File: config.mk
export PLATFORM = sky130hd
export DESIGN_NAME = boot_reset_seq
export DESIGN_NICKNAME = d
export VERILOG_FILES = /design/src/rtl/boot_rst_pkg.sv /design/src/rtl/rs_sync.sv /design/src/rtl/hold_timer.sv /design/src/rtl/boot_reset_seq.sv
export SDC_FILE = /design/constraint.sdc
export NUM_CORES = 1
export LEC_CHECK = 0
export BUFFER_PORTS_ARGS = -buffer_cell sky130_fd_sc_hd__buf_4
export CAP_MARGIN = 20
export CORE_MARGIN = 2
export CORE_UTILIZATION = 35
export CTS_BUF_LIST = sky130_fd_sc_hd__clkbuf_4 sky130_fd_sc_hd__clkbuf_8
export DETAILED_ROUTE_END_ITERATION = 16
export HOLD_SLACK_MARGIN = 0.15
export PLACE_DENSITY = 0.62
export SLEW_MARGIN = 20
export SYNTH_ARGS = -nofsm -noshare
export SYNTH_HDL_FRONTEND = slang
export SYNTH_HIERARCHICAL = 1
export SYNTH_SLANG_ARGS = --single-unit
File: constraint.sdc
create_clock -name clk -period 3.58 [get_ports clk]
set_clock_uncertainty 0.15 [all_clocks]
set_input_delay 0.716 -clock clk [delete_from_list [all_inputs] [get_ports clk]]
set_output_delay 0.716 -clock clk [all_outputs]
set_load 0.05 [all_outputs]
File: src/rtl/boot_rst_pkg.sv
package boot_rst_pkg;
  typedef enum logic [1:0] {
    ST_OFF       = 2'd0,
    ST_COLD_HOLD = 2'd1,
    ST_WARM_HOLD = 2'd2,
    ST_RUN       = 2'd3
  } seq_state_e;
endpackage

File: src/rtl/rs_sync.sv
module rs_sync #(
  parameter int unsigned W = 2
) (
  input  logic         clk,
  input  logic         arst_n,
  input  logic [W-1:0] d,
  output logic [W-1:0] q
);
  logic [W-1:0] meta_q;

  always_ff @(posedge clk or negedge arst_n) begin
    if (!arst_n) begin
      meta_q <= '0;
      q      <= '0;
    end else begin
      meta_q <= d;
      q      <= meta_q;
    end
  end
endmodule

File: src/rtl/hold_timer.sv
module hold_timer #(
  parameter int unsigned CNT_W = 8
) (
  input  logic             clk,
  input  logic             arst_n,
  input  logic             load,
  input  logic             stretch,
  input  logic [CNT_W-1:0] load_val,
  output logic             zero
);
  logic [CNT_W-1:0] cnt_q;

  always_ff @(posedge clk or negedge arst_n) begin
    if (!arst_n)              cnt_q <= '0;
    else if (load)            cnt_q <= load_val;
    else if (stretch)         cnt_q <= (load_val > cnt_q) ? load_val : cnt_q;
    else if (cnt_q != '0)     cnt_q <= cnt_q - 1'b1;
  end

  assign zero = (cnt_q == '0);

  AST_TMR_PARK: assert property (@(posedge clk) disable iff (!arst_n)
    (zero && !load && !stretch) |=> zero) else $error("timer left zero");
endmodule

File: src/rtl/boot_reset_seq.sv
module boot_reset_seq
  import boot_rst_pkg::*;
#(
  parameter int unsigned COLD_CYCLES = 100000,
  parameter int unsigned WARM_CYCLES = 100,
  parameter int unsigned STRAP_W     = 4,
  parameter int unsigned VEC_W       = 32,
  parameter logic [VEC_W-1:0] BOOT_VEC = 32'hFFFF_FFF0
) (
  input  logic               clk,
  input  logic               pwr_ok,
  input  logic               warm_req,
  input  logic [STRAP_W-1:0] cfg_pins,
  input  logic               init_req,
  output logic               reset_n,
  output logic               out_en,
  output logic [STRAP_W-1:0] strap_q,
  output logic               bist_req,
  output logic [VEC_W-1:0]   boot_vec,
  output logic               released
);
  localparam int unsigned LONGEST = (COLD_CYCLES > WARM_CYCLES) ? COLD_CYCLES : WARM_CYCLES;
  localparam int unsigned CNT_W   = $clog2(LONGEST + 1);
  localparam logic [CNT_W-1:0] COLD_LD = CNT_W'(COLD_CYCLES - 1);
  localparam logic [CNT_W-1:0] WARM_LD = CNT_W'(WARM_CYCLES - 1);

  logic [1:0]       sync_q;
  logic             pg_s, warm_s, warm_prev, warm_rise;
  logic             tmr_load, tmr_stretch, tmr_zero, release_now;
  logic [CNT_W-1:0] tmr_val;
  seq_state_e       state_q, state_d;

  // Power-good is synchronized by feeding a constant one through flops it clears.
  rs_sync #(.W(2)) u_sync (
    .clk(clk), .arst_n(pwr_ok), .d({warm_req, 1'b1}), .q(sync_q)
  );
  assign pg_s      = sync_q[0];
  assign warm_s    = sync_q[1];
  assign warm_rise = warm_s & ~warm_prev;

  hold_timer #(.CNT_W(CNT_W)) u_timer (
    .clk(clk), .arst_n(pwr_ok), .load(tmr_load), .stretch(tmr_stretch),
    .load_val(tmr_val), .zero(tmr_zero)
  );
  assign tmr_val = (state_q == ST_OFF) ? COLD_LD : WARM_LD;

  always_comb begin
    state_d     = state_q;
    tmr_load    = 1'b0;
    tmr_stretch = 1'b0;
    unique case (state_q)
      ST_OFF: if (pg_s) begin
        state_d  = ST_COLD_HOLD;
        tmr_load = 1'b1;
      end
      ST_COLD_HOLD, ST_WARM_HOLD: begin
        if (warm_rise)     tmr_stretch = 1'b1;
        else if (tmr_zero) state_d = ST_RUN;
      end
      ST_RUN: if (warm_rise) begin
        state_d  = ST_WARM_HOLD;
        tmr_load = 1'b1;
      end
      default: state_d = ST_OFF;
    endcase
  end

  assign release_now = (state_q != ST_RUN) && (state_q != ST_OFF) && (state_d == ST_RUN);

  always_ff @(posedge clk or negedge pwr_ok) begin
    if (!pwr_ok) begin
      state_q   <= ST_OFF;
      warm_prev <= 1'b0;
      reset_n   <= 1'b0;
      out_en    <= 1'b0;
      released  <= 1'b0;
      strap_q   <= '0;
      bist_req  <= 1'b0;
      boot_vec  <= '0;
    end else begin
      state_q   <= state_d;
      warm_prev <= warm_s;
      reset_n   <= (state_d == ST_RUN);
      out_en    <= reset_n & (state_d == ST_RUN);
      released  <= release_now;
      if (release_now) begin
        strap_q  <= cfg_pins;
        bist_req <= init_req;
        boot_vec <= BOOT_VEC;
      end
    end
  end

  AST_REL_PULSE: assert property (@(posedge clk) disable iff (!pwr_ok)
    released |-> (reset_n && !$past(reset_n))) else $error("bad release pulse");
  AST_OE_NEEDS_RST: assert property (@(posedge clk) disable iff (!pwr_ok)
    out_en |-> reset_n) else $error("enable during reset");
  AST_RELEASE_ON_EXPIRY: assert property (@(posedge clk) disable iff (!pwr_ok)
    $rose(reset_n) |-> $past(tmr_zero)) else $error("early release");
  AST_WARM_ENTRY: assert property (@(posedge clk) disable iff (!pwr_ok)
    (state_q == ST_RUN && warm_rise) |=> (!reset_n && state_q == ST_WARM_HOLD)) else $error("warm entry");
  AST_COLLIDE_HOLD: assert property (@(posedge clk) disable iff (!pwr_ok)
    ((state_q == ST_COLD_HOLD || state_q == ST_WARM_HOLD) && warm_rise) |=> !reset_n) else $error("collision release");
  AST_STRAP_HOLD: assert property (@(posedge clk) disable iff (!pwr_ok)
    !released |-> $stable(strap_q)) else $error("strap moved");
endmodule

==> flow_metrics.env, run 1 <==
export IMPL_areaGrowthSynthToFinish_pct=15.8
export IMPL_final_setup_tns_ns=0
export IMPL_slew_headroom_pct=28.8
export IMPL_worst_slew_pin_slew_ns=1.06
export IMPL_cts_setup_buffers=0
export IMPL_fillers=722
export IMPL_drive_gt1_share_pct=23.8
export IMPL_hold_class="reg -> reg"
export IMPL_finalNetCount=348
export IMPL_yosysTopAreaCellShare_pct=32.4
export IMPL_dr_pass1_iters=5
export IMPL_routed_wl_um=5890
export IMPL_synth_flop_cell="dfrtp_1"
export IMPL_place_detailed_hpwl_um=4240
export IMPL_port_buffers=43
export IMPL_die_h_um=89.3
export IMPL_grt_antenna_before_repair=0
export IMPL_cts_clk_slew_worst_paths_ns=0.07
export IMPL_yosys_top_cells_count="dfrtp_1 (33), buf_4 (31), inv_1 (24)"
export IMPL_dr_total_vias=2154
export IMPL_synth_area_top_cells="dfrtp_1 (32%), ha_1 (11%), buf_4 (9.1%), a21oi_1 (3.5%), o21ai_0 (3.5%)"
export IMPL_ant_nets=0
export IMPL_start_kind="flop"
export IMPL_drv_cap=0
export IMPL_clock_latency_ns=0.29
export IMPL_status="finished, final reports clean"
export IMPL_grt_max_degree=34
export IMPL_syn_inst=284
export IMPL_dr_first_iter_drc_count=133
export IMPL_synth_area_per_cell_um2=8.96
export IMPL_dp_cells=410
export IMPL_yosysSeqAreaShare_pct=32.4
export IMPL_cts_sinks=33
export IMPL_die_x_um=89.3
export IMPL_cts_tree="done"
export IMPL_antenna_cells=0
export IMPL_yosysTopAreaCell="dfrtp_1"
export IMPL_rsz0062_at_grt="false"
export IMPL_arrival_ns=3.33
export IMPL_start_util_pct=35.7
export IMPL_grt_pass1_vias=1959
export IMPL_setup_violations=0
export IMPL_synth_edf_count=0
export IMPL_power_total_mw=2.08
export IMPL_cp_end_kind="flop"
export IMPL_hold_violations=0
export IMPL_whs_ns=0.199
export IMPL_ctsResizeCount=0
export IMPL_ys_warn_count=6
export IMPL_clockBufferDepth=2
export IMPL_critPathRequiredTime_ns=3.61
export IMPL_num_rows=31
export IMPL_fin_crit_sh_pct=92.2
export IMPL_wl_per_cell_um=14.1
export IMPL_overflow=0
export IMPL_ir_worst_vdd_mv=0.191
export IMPL_remaining_drc_errors=0
export IMPL_place_gp_congestion=0.824
export IMPL_drv_slew=0
export IMPL_fin_util_pct=41.3
export IMPL_power_density_nw_per_um2=704
export IMPL_period_needed_ns=3.30
export IMPL_viasPerCell=5.15
export IMPL_worstPathMaxFanout=17
export IMPL_grt_pass1_wl_um=9680
export IMPL_root_buffer="clkbuf_8"
export IMPL_die_area_um2=7970
export IMPL_max_freq_mhz=303
export IMPL_cts_hold_buf=0
export IMPL_syn_area_um2=2540
export IMPL_numCtsBuffers=5
export IMPL_worstSetupPathType="reg -> reg"
export IMPL_track_usage_pct=15.8
export IMPL_yosysMostFrequentCell="dfrtp_1"
export IMPL_ys_async_sr_fraction_pct=100
export IMPL_p_leak_nw=1.45
export IMPL_layout_cells_non_filler=418
export IMPL_pin_count=48
export IMPL_core_area_um2=7140
export IMPL_synth_seq_cells=33
export IMPL_synthDistinctLibCells=50
export IMPL_htree_num_levels=2
worst max-delay path, stage by stage, from the launching register on:
cell       delay, ns
dfrtp_1         0.39
inv_1           0.16
ha_1            0.20
or4b_2          0.58
or4_4           0.45
a2111oi_4       0.36
o311ai_2        0.15
and2_1          0.42
a22o_1          0.31
report_power, final:
group | total, mW | internal, mW | switching, mW
sequential | 0.646 | 0.483 | 0.164
combinational | 1.05 | 0.441 | 0.609
clock | 0.379 | 0.235 | 0.145
total | 2.08 | 1.16 | 0.917
flip-flops by register name (all words and copies together), names as in the netlist:
signal	cells
released	1
state_q	2
warm_prev	1
boot_vec	1
u_sync/meta_q	2
out_en	1
u_timer/cnt_q	17
bist_req	1
strap_q	4
u_sync/q	2
reset_n	1
cell usage in the layout (no fill, tap or decap), types with 2 or more instances in the layout:
master    instances
nand4_1           9
ha_1             22
o22ai_1           3
o21ai_0          18
and2_1            2
a22o_1            7
a31oi_1           9
nor2_1            8
dfrtp_1          33
mux2_4            5
inv_1            24
o211ai_1          2
o41ai_1           2
a21oi_1          18
clkbuf_8          6
conb_1           18
nor4_1            5
nor3_1            4
nand2b_1          4
or3_1             2
nand3_1          15
o31ai_1           2
buf_4            52
nand2_1          19
or4_4             3
nor2b_1           2
cell type report:
cell class / instances / area, um^2 / area share, %
well taps: 99 / 124 / 4.20
inverters: 24 / 90.1 / 3.06
flip-flops and latches: 33 / 826 / 28.0
repair buffers: 52 / 390 / 13.2
multi-input cells: 202 / 1400 / 47.4
clock inverters: 1 / 30.0 / 1.02
clock buffers: 7 / 90.1 / 3.06
metal layers:
metal	vias to the layer above	global-route usage, %	wire, um
met3	11	2.49	299
li1	1047	-	-
met1	1025	21.7	2810
met4	0	5.97	98
met2	71	24.9	2680
met5	-	0	0
cell families (layout without fill, tap and decap cells):
group | after synthesis | after routing | share of synthesized area [%]
simple gates | 83 | 83 | 18.9
other cells | 2 | 18 | 0.295
flops | 33 | 33 | 32.4
mux | 6 | 6 | 3.34
buf+inv | 65 | 84 | 15.0
compound gates | 73 | 73 | 19.2
fa+ha+maj | 22 | 22 | 10.8
per-stage QoR:
stage,instance area (um^2),setup slack (ns)
after floorplan,2610,0.531
after global placement,2830,0.395
after detailed placement,2830,0.325
after CTS,2950,0.305
after global routing,2950,0.144
final,2950,0.281
worst paths after layout:
kind	from	end	slack, ns	cells after the start
worst max-delay path	u_timer/cnt_q[1]$_DFFE_PN0P_	u_timer/cnt_q[6]$_DFFE_PN0P_	0.28	8
worst min-delay path	u_sync/meta_q[0]$_DFF_PN0_	u_sync/q[0]$_DFF_PN0_	0.20	0
worst max register to register	u_timer/cnt_q[1]$_DFFE_PN0P_	u_timer/cnt_q[6]$_DFFE_PN0P_	0.28	8
worst min register to register	u_sync/meta_q[0]$_DFF_PN0_	u_sync/q[0]$_DFF_PN0_	0.20	0
max in group asynchronous	pwr_ok	u_timer/cnt_q[6]$_DFFE_PN0P_	2.76	1
min in group asynchronous	pwr_ok	u_timer/cnt_q[10]$_DFFE_PN0P_	0.21	1
(Power assumes the default switching activity.)
==> inputs of run 2 (changes only) <==
--- a/config.mk
+++ b/config.mk
@@ -7,12 +7,14 @@
 export LEC_CHECK = 0
 export BUFFER_PORTS_ARGS = -buffer_cell sky130_fd_sc_hd__buf_4
 export CAP_MARGIN = 20
+export CORE_ASPECT_RATIO = 0.7
 export CORE_MARGIN = 2
 export CORE_UTILIZATION = 35
 export CTS_BUF_LIST = sky130_fd_sc_hd__clkbuf_4 sky130_fd_sc_hd__clkbuf_8
 export DETAILED_ROUTE_END_ITERATION = 16
 export HOLD_SLACK_MARGIN = 0.15
 export PLACE_DENSITY = 0.62
+export REMOVE_ABC_BUFFERS = 1
 export SLEW_MARGIN = 20
 export SYNTH_ARGS = -nofsm -noshare
 export SYNTH_HDL_FRONTEND = slang
==> run 2 against run 1 <==
Net effect: setup slack better by 0.016 ns; clock power down 17%; die area is 0.14% higher; final area is 1.1% lower; flip-flop and latch count unchanged; register-to-register slack gained 0.02 ns; critical path type unchanged; largest cell class unchanged; largest power group unchanged.
==> flow_metrics.env, run 2 (synthesized netlist as in run 1, its figures left out) <==
export IMPL_status="finished, final reports clean"
export IMPL_worstHoldPathCells=0
export IMPL_cts_sinks=33
export IMPL_reg_largest_list="u_timer/cnt_q (17), strap_q (4)"
export IMPL_die_x_um=106
export IMPL_detailedPlace_worstSlack_ns=0.335
export IMPL_stdcell_area_um2=2910
export IMPL_max_freq_mhz=305
export IMPL_viasPerCell=5.16
export IMPL_core_area_um2=6880
export IMPL_hold_class="reg -> reg"
export IMPL_fin_util_pct=42.3
export IMPL_r2r_start="u_timer/cnt_q[0]$_DFFE_PN0P_"
export IMPL_cts_setup_buffers=0
export IMPL_regMostFlops="u_timer/cnt_q"
export IMPL_min_delay_start="u_sync/meta_q[1]$_DFF_PN0_"
export IMPL_fillers=683
export IMPL_grt_pass1_wl_um=9380
export IMPL_dp_cells=404
export IMPL_clock_latency_ns=0.29
export IMPL_grt_antenna_before_repair=0
export IMPL_slew_headroom_pct=39.3
export IMPL_ctsResizeCount=0
export IMPL_final_setup_tns_ns=0
export IMPL_layout_common_cells="buf_4 (51), dfrtp_1 (33), inv_1 (24), ha_1 (22), nand2_1 (19)"
export IMPL_cts_clk_slew_worst_paths_ns=0.07
export IMPL_crit_chain="inv_1 > ha_1 > or4b_2 > or4_4 > a2111oi_4 > o311ai_2 > and2_1 > a22o_1"
export IMPL_arrival_ns=3.30
export IMPL_cp_end_kind="flop"
export IMPL_numCtsBuffers=5
export IMPL_drive_gt1_share_pct=23.6
export IMPL_worst_slew_pin_slew_ns=0.903
export IMPL_setup_ws_ns=0.297
export IMPL_period_needed_ns=3.28
export IMPL_crit_cells=8
export IMPL_remaining_drc_errors=0
export IMPL_power_total_mw=2.02
export IMPL_largest_reg_flops=17
export IMPL_power_density_nw_per_um2=694
export IMPL_r2r_end="u_timer/cnt_q[9]$_DFFE_PN0P_"
export IMPL_finalNetCount=347
export IMPL_hold_violations=0
export IMPL_dr_first_iter_drc_count=202
export IMPL_hold_end="u_sync/q[1]$_DFF_PN0_"
export IMPL_place_gp_congestion=0.846
export IMPL_grt_max_degree=34
export IMPL_pin_count=48
export IMPL_worstPathMaxFanout=17
export IMPL_p_leak_nw=1.44
export IMPL_start_kind="flop"
export IMPL_final_common_cell="buf_4"
export IMPL_die_h_um=75.3
export IMPL_htree_num_levels=2
export IMPL_worstSetupPathType="reg -> reg"
export IMPL_rsz0062_at_grt="false"
export IMPL_track_usage_pct=15.0
export IMPL_whs_ns=0.202
export IMPL_ir_worst_vdd_mv=0.201
export IMPL_grt_pass1_vias=1808
export IMPL_root_buffer="clkbuf_8"
export IMPL_fin_crit_sh_pct=91.7
export IMPL_routed_wl_um=6160
export IMPL_areaGrowthSynthToFinish_pct=14.5
export IMPL_setup_violations=0
export IMPL_layout_cells_non_filler=412
export IMPL_critical_path_slowest_cell="or4b_2"
export IMPL_cp_slowest_stage_delay_ns=0.58
export IMPL_antenna_cells=0
export IMPL_worstRegToRegCells=8
export IMPL_critPathBufInv=1
export IMPL_die_area_um2=7980
export IMPL_cts_tree="done"
export IMPL_overflow=0
export IMPL_dr_total_vias=2125
export IMPL_r2r_slack_ns=0.30
export IMPL_ant_nets=0
export IMPL_critPathRequiredTime_ns=3.60
export IMPL_cts_hold_buf=0
export IMPL_drv_slew=0
export IMPL_clockBufferDepth=2
export IMPL_drv_cap=0
export IMPL_place_detailed_hpwl_um=4630
export IMPL_port_buffers=43
export IMPL_start_util_pct=37.0
export IMPL_wl_per_cell_um=14.9
export IMPL_dr_pass1_iters=5
export IMPL_num_rows=25
export IMPL_critical_path_top_delay_family="simple AND/OR/NAND/NOR gates"
export IMPL_place_area_um2=2810
run 2: changes by cell type in the layout (fill, tap and decap cells not counted), sizes merged:
cell	change
buf	-1
bufinv	-1
clkinv	+1
run 2: area by class of cell:
| cell class | count | area (um^2) | share of cell area, % |
|---|---|---|---|
| clock inverter | 1 | 5.00 | 0.172 |
| multi-input combinational | 202 | 1400 | 47.9 |
| timing repair buffer | 51 | 383 | 13.1 |
| inverter | 24 | 90.1 | 3.09 |
| sequential | 33 | 826 | 28.3 |
| tap | 94 | 118 | 4.04 |
| clock buffer | 7 | 96.3 | 3.31 |
run 2: metal layers:
| metal | vias up | global-route usage, % | share of wire (%) |
|---|---|---|---|
| met5 | - | 0 | 0 |
| met4 | 0 | 3.22 | 0.91 |
| met3 | 6 | 2.31 | 9.0 |
| met2 | 92 | 19.9 | 41 |
| met1 | 983 | 25.0 | 49 |
| li1 | 1044 | - | - |
run 2: worst max path at each step:
stage	startpoint	endpoint	slack [ns]
finish	u_timer/cnt_q[0]$_DFFE_PN0P_	u_timer/cnt_q[9]$_DFFE_PN0P_	0.30
global route	u_timer/cnt_q[0]$_DFFE_PN0P_	u_timer/cnt_q[3]$_DFFE_PN0P_	0.16
CTS	u_timer/cnt_q[0]$_DFFE_PN0P_	u_timer/cnt_q[9]$_DFFE_PN0P_	0.31
detailed placement	u_timer/cnt_q[0]$_DFFE_PN0P_	u_timer/cnt_q[9]$_DFFE_PN0P_	0.34
global placement	u_timer/cnt_q[0]$_DFFE_PN0P_	u_timer/cnt_q[9]$_DFFE_PN0P_	0.39
floorplan	boot_vec[4]$_DFFE_PN0P_	boot_vec[10]	-5.92
run 2: report_power, final:
| part | switching, mW | internal (mW) |
|---|---|---|
| logic | 0.612 | 0.435 |
| registers | 0.177 | 0.483 |
| clock network | 0.141 | 0.174 |
| total | 0.930 | 1.09 |
==> inputs of run 3 (changes only) <==
--- a/config.mk
+++ b/config.mk
@@ -5,6 +5,7 @@
 export SDC_FILE = /design/constraint.sdc
 export NUM_CORES = 1
 export LEC_CHECK = 0
+export ABC_AREA = 1
 export BUFFER_PORTS_ARGS = -buffer_cell sky130_fd_sc_hd__buf_4
 export CAP_MARGIN = 20
 export CORE_ASPECT_RATIO = 0.7
@@ -13,7 +14,7 @@
 export CTS_BUF_LIST = sky130_fd_sc_hd__clkbuf_4 sky130_fd_sc_hd__clkbuf_8
 export DETAILED_ROUTE_END_ITERATION = 16
 export HOLD_SLACK_MARGIN = 0.15
-export PLACE_DENSITY = 0.62
+export PLACE_DENSITY = 0.61
 export REMOVE_ABC_BUFFERS = 1
 export SLEW_MARGIN = 20
 export SYNTH_ARGS = -nofsm -noshare
==> run 3 against run 2 <==
Net effect: clock-buffer cell count down 1; setup slack better by 0.47 ns; non-clock buffer count down 6; final cell count up 21%; first-iteration DRC count down 41%; utilization down 1.4 points; highest routed layer unchanged.
==> flow_metrics.env, run 3 <==
export IMPL_cp_end_kind="flop"
export IMPL_start_kind="flop"
export IMPL_overflow=0
export IMPL_grt_pass1_wl_um=10400
export IMPL_slew_headroom_pct=49.1
export IMPL_synth_seq_cells=33
export IMPL_syn_area_um2=2700
export IMPL_die_h_um=77.4
export IMPL_die_area_um2=8430
export IMPL_drive_gt1_share_pct=19.5
export IMPL_antenna_cells=0
export IMPL_pin_count=48
export IMPL_fin_crit_sh_pct=78.5
export IMPL_port_buffers=43
export IMPL_hold_class="reg -> reg"
export IMPL_ctsResizeCount=0
export IMPL_stdcell_area_um2=3020
export IMPL_fin_util_pct=40.9
export IMPL_clockBufferDepth=2
export IMPL_worstHoldPathCells=0
export IMPL_final_common_cell="nand2_1"
export IMPL_max_freq_mhz=356
export IMPL_synthDistinctLibCells=33
export IMPL_clock_latency_ns=0.29
export IMPL_root_buffer="clkbuf_8"
export IMPL_hold_end="u_sync/q[0]$_DFF_PN0_"
export IMPL_die_x_um=109
export IMPL_place_detailed_hpwl_um=4560
export IMPL_wl_per_cell_um=12.2
export IMPL_remaining_drc_errors=0
export IMPL_core_area_um2=7380
export IMPL_synth_flop_cell="dfrtp_1"
export IMPL_place_area_um2=2940
export IMPL_worstPathMaxFanout=18
export IMPL_place_gp_congestion=0.852
export IMPL_hold_violations=0
export IMPL_routed_wl_um=6040
export IMPL_ant_nets=0
export IMPL_grt_antenna_before_repair=0
export IMPL_reg_largest_list="u_timer/cnt_q (17), strap_q (4)"
export IMPL_worstRegToRegCells=13
export IMPL_r2r_slack_ns=0.77
export IMPL_setup_violations=0
export IMPL_worstSetupPathType="reg -> reg"
export IMPL_cts_setup_buffers=0
export IMPL_cts_sinks=33
export IMPL_dr_total_vias=2262
export IMPL_synth_edf_count=0
export IMPL_r2r_start="state_q[1]$_DFF_PN0_"
export IMPL_cts_clk_slew_worst_paths_ns=0.07
export IMPL_drv_slew=0
export IMPL_htree_num_levels=2
export IMPL_regMostFlops="u_timer/cnt_q"
export IMPL_arrival_ns=2.84
export IMPL_cts_hold_buf=0
export IMPL_num_rows=26
export IMPL_finalNetCount=428
export IMPL_yosysMostFrequentCell="nand2_1"
export IMPL_synth_area_top_cells="dfrtp_1 (31%), nand2_1 (15%), ha_1 (10%), buf_4 (8.6%), nand3_1 (5.0%)"
export IMPL_setup_ws_ns=0.770
export IMPL_viasPerCell=4.55
export IMPL_track_usage_pct=15.6
export IMPL_critPathRequiredTime_ns=3.61
export IMPL_detailedPlace_worstSlack_ns=0.775
export IMPL_dp_cells=489
export IMPL_period_needed_ns=2.81
export IMPL_dr_pass1_iters=6
export IMPL_syn_inst=367
export IMPL_layout_cells_non_filler=497
export IMPL_ys_async_sr_fraction_pct=100
export IMPL_yosysTopAreaCellShare_pct=30.6
export IMPL_dr_first_iter_drc_count=119
export IMPL_r2r_end="u_timer/cnt_q[5]$_DFFE_PN0P_"
export IMPL_areaGrowthSynthToFinish_pct=12.1
export IMPL_start_util_pct=36.5
export IMPL_drv_cap=0
export IMPL_layout_common_cells="nand2_1 (108), buf_4 (45), inv_1 (33), dfrtp_1 (33)"
export IMPL_numCtsBuffers=5
export IMPL_grt_max_degree=34
export IMPL_yosysSeqAreaShare_pct=30.6
export IMPL_status="finished, final reports clean"
export IMPL_grt_pass1_vias=2056
export IMPL_ys_warn_count=6
export IMPL_largest_reg_flops=17
export IMPL_min_delay_start="u_sync/meta_q[0]$_DFF_PN0_"
export IMPL_cts_tree="done"
export IMPL_synth_area_per_cell_um2=7.35
export IMPL_rsz0062_at_grt="false"
export IMPL_yosys_top_cells_count="nand2_1 (108), dfrtp_1 (33), inv_1 (33)"
export IMPL_worst_slew_pin_slew_ns=0.763
export IMPL_yosysTopAreaCell="dfrtp_1"
[run 3: changes by cell type in the layout (fill, tap and decap cells not counted), moves of 5 or more]
cell     before  now
a22o_1        7    0
a31oi_1       9    3
buf_4        51   45
inv_1        24   33
mux2_4        5    0
nand2_1      19  108
nand2_2       0   10
nand3_1      15   27
nor2_1        8   27
o21ai_0      18   12
xor2_1        0    7
[run 3: stage by stage]
step	TNS, ns	hold slack (ns)
floorplan	-171.57	0.181
global placement	0	0.184
detailed placement	0	0.187
CTS	0	0.203
global route	0	0.209
finish	0	0.200
[run 3: final cells by class]
type / count / area, um^2
fill: 769 / 4360
clock inverter: 2 / 10.0
clock buffer: 6 / 76.3
multi-input combinational: 277 / 1510
inverter: 36 / 135
tap: 98 / 123
timing repair buffer: 45 / 338
sequential: 33 / 826
[run 3: kinds of logic (layout without fill, tap and decap cells)]
family | Yosys count | in the layout | share of synthesized area [%]
and+or+nand+nor | 196 | 196 | 33.7
xor gates and xnor gates | 7 | 7 | 2.27
buffers and inverters | 73 | 89 | 15.5
other | 2 | 18 | 0.279
DFF | 33 | 33 | 30.6
adders and majority gates | 22 | 22 | 10.2
AOI/OAI and AO/OA | 34 | 34 | 7.47
[run 3: how the worst max path moves through the flow]
stage                                  startpoint                            to  slack, ns  depth (start not counted)
after floorplan           boot_vec[4]$_DFFE_PN0P_                  boot_vec[10]      -5.92                          0
after global placement       state_q[0]$_DFF_PN0_  u_timer/cnt_q[1]$_DFFE_PN0P_       0.91                         13
after detailed placement     state_q[1]$_DFF_PN0_  u_timer/cnt_q[5]$_DFFE_PN0P_       0.77                         13
after CTS                    state_q[1]$_DFF_PN0_  u_timer/cnt_q[8]$_DFFE_PN0P_       0.77                         13
after global routing         state_q[0]$_DFF_PN0_  u_timer/cnt_q[4]$_DFFE_PN0P_       0.47                         13
final                        state_q[1]$_DFF_PN0_  u_timer/cnt_q[5]$_DFFE_PN0P_       0.77                         13
[run 3: per-layer routing]
layer / GRT usage [%] / up-vias / routed length, um
li1: - / 1189 / -
met1: 24.2 / 1028 / 3230
met2: 21.4 / 40 / 2520
met3: 3.45 / 5 / 259
met4: 3.85 / 0 / 36
met5: 0 / - / 0
[run 3: worst max-delay path, cell delays in order, from the launching register on]
cell,delay [ns]
dfrtp_1,0.39
inv_1,0.12
ha_1,0.16
buf_4,0.24
inv_1,0.13
ha_1,0.32
nand2_1,0.05
nor2_1,0.15
and3_1,0.18
a21oi_1,0.07
nand2_2,0.32
nand2_4,0.24
nand2_1,0.13
nand2_1,0.06
Power of run 3 is not shown: default switching activity piles up to over one toggle a cycle in this logic, so the estimate is an artifact.
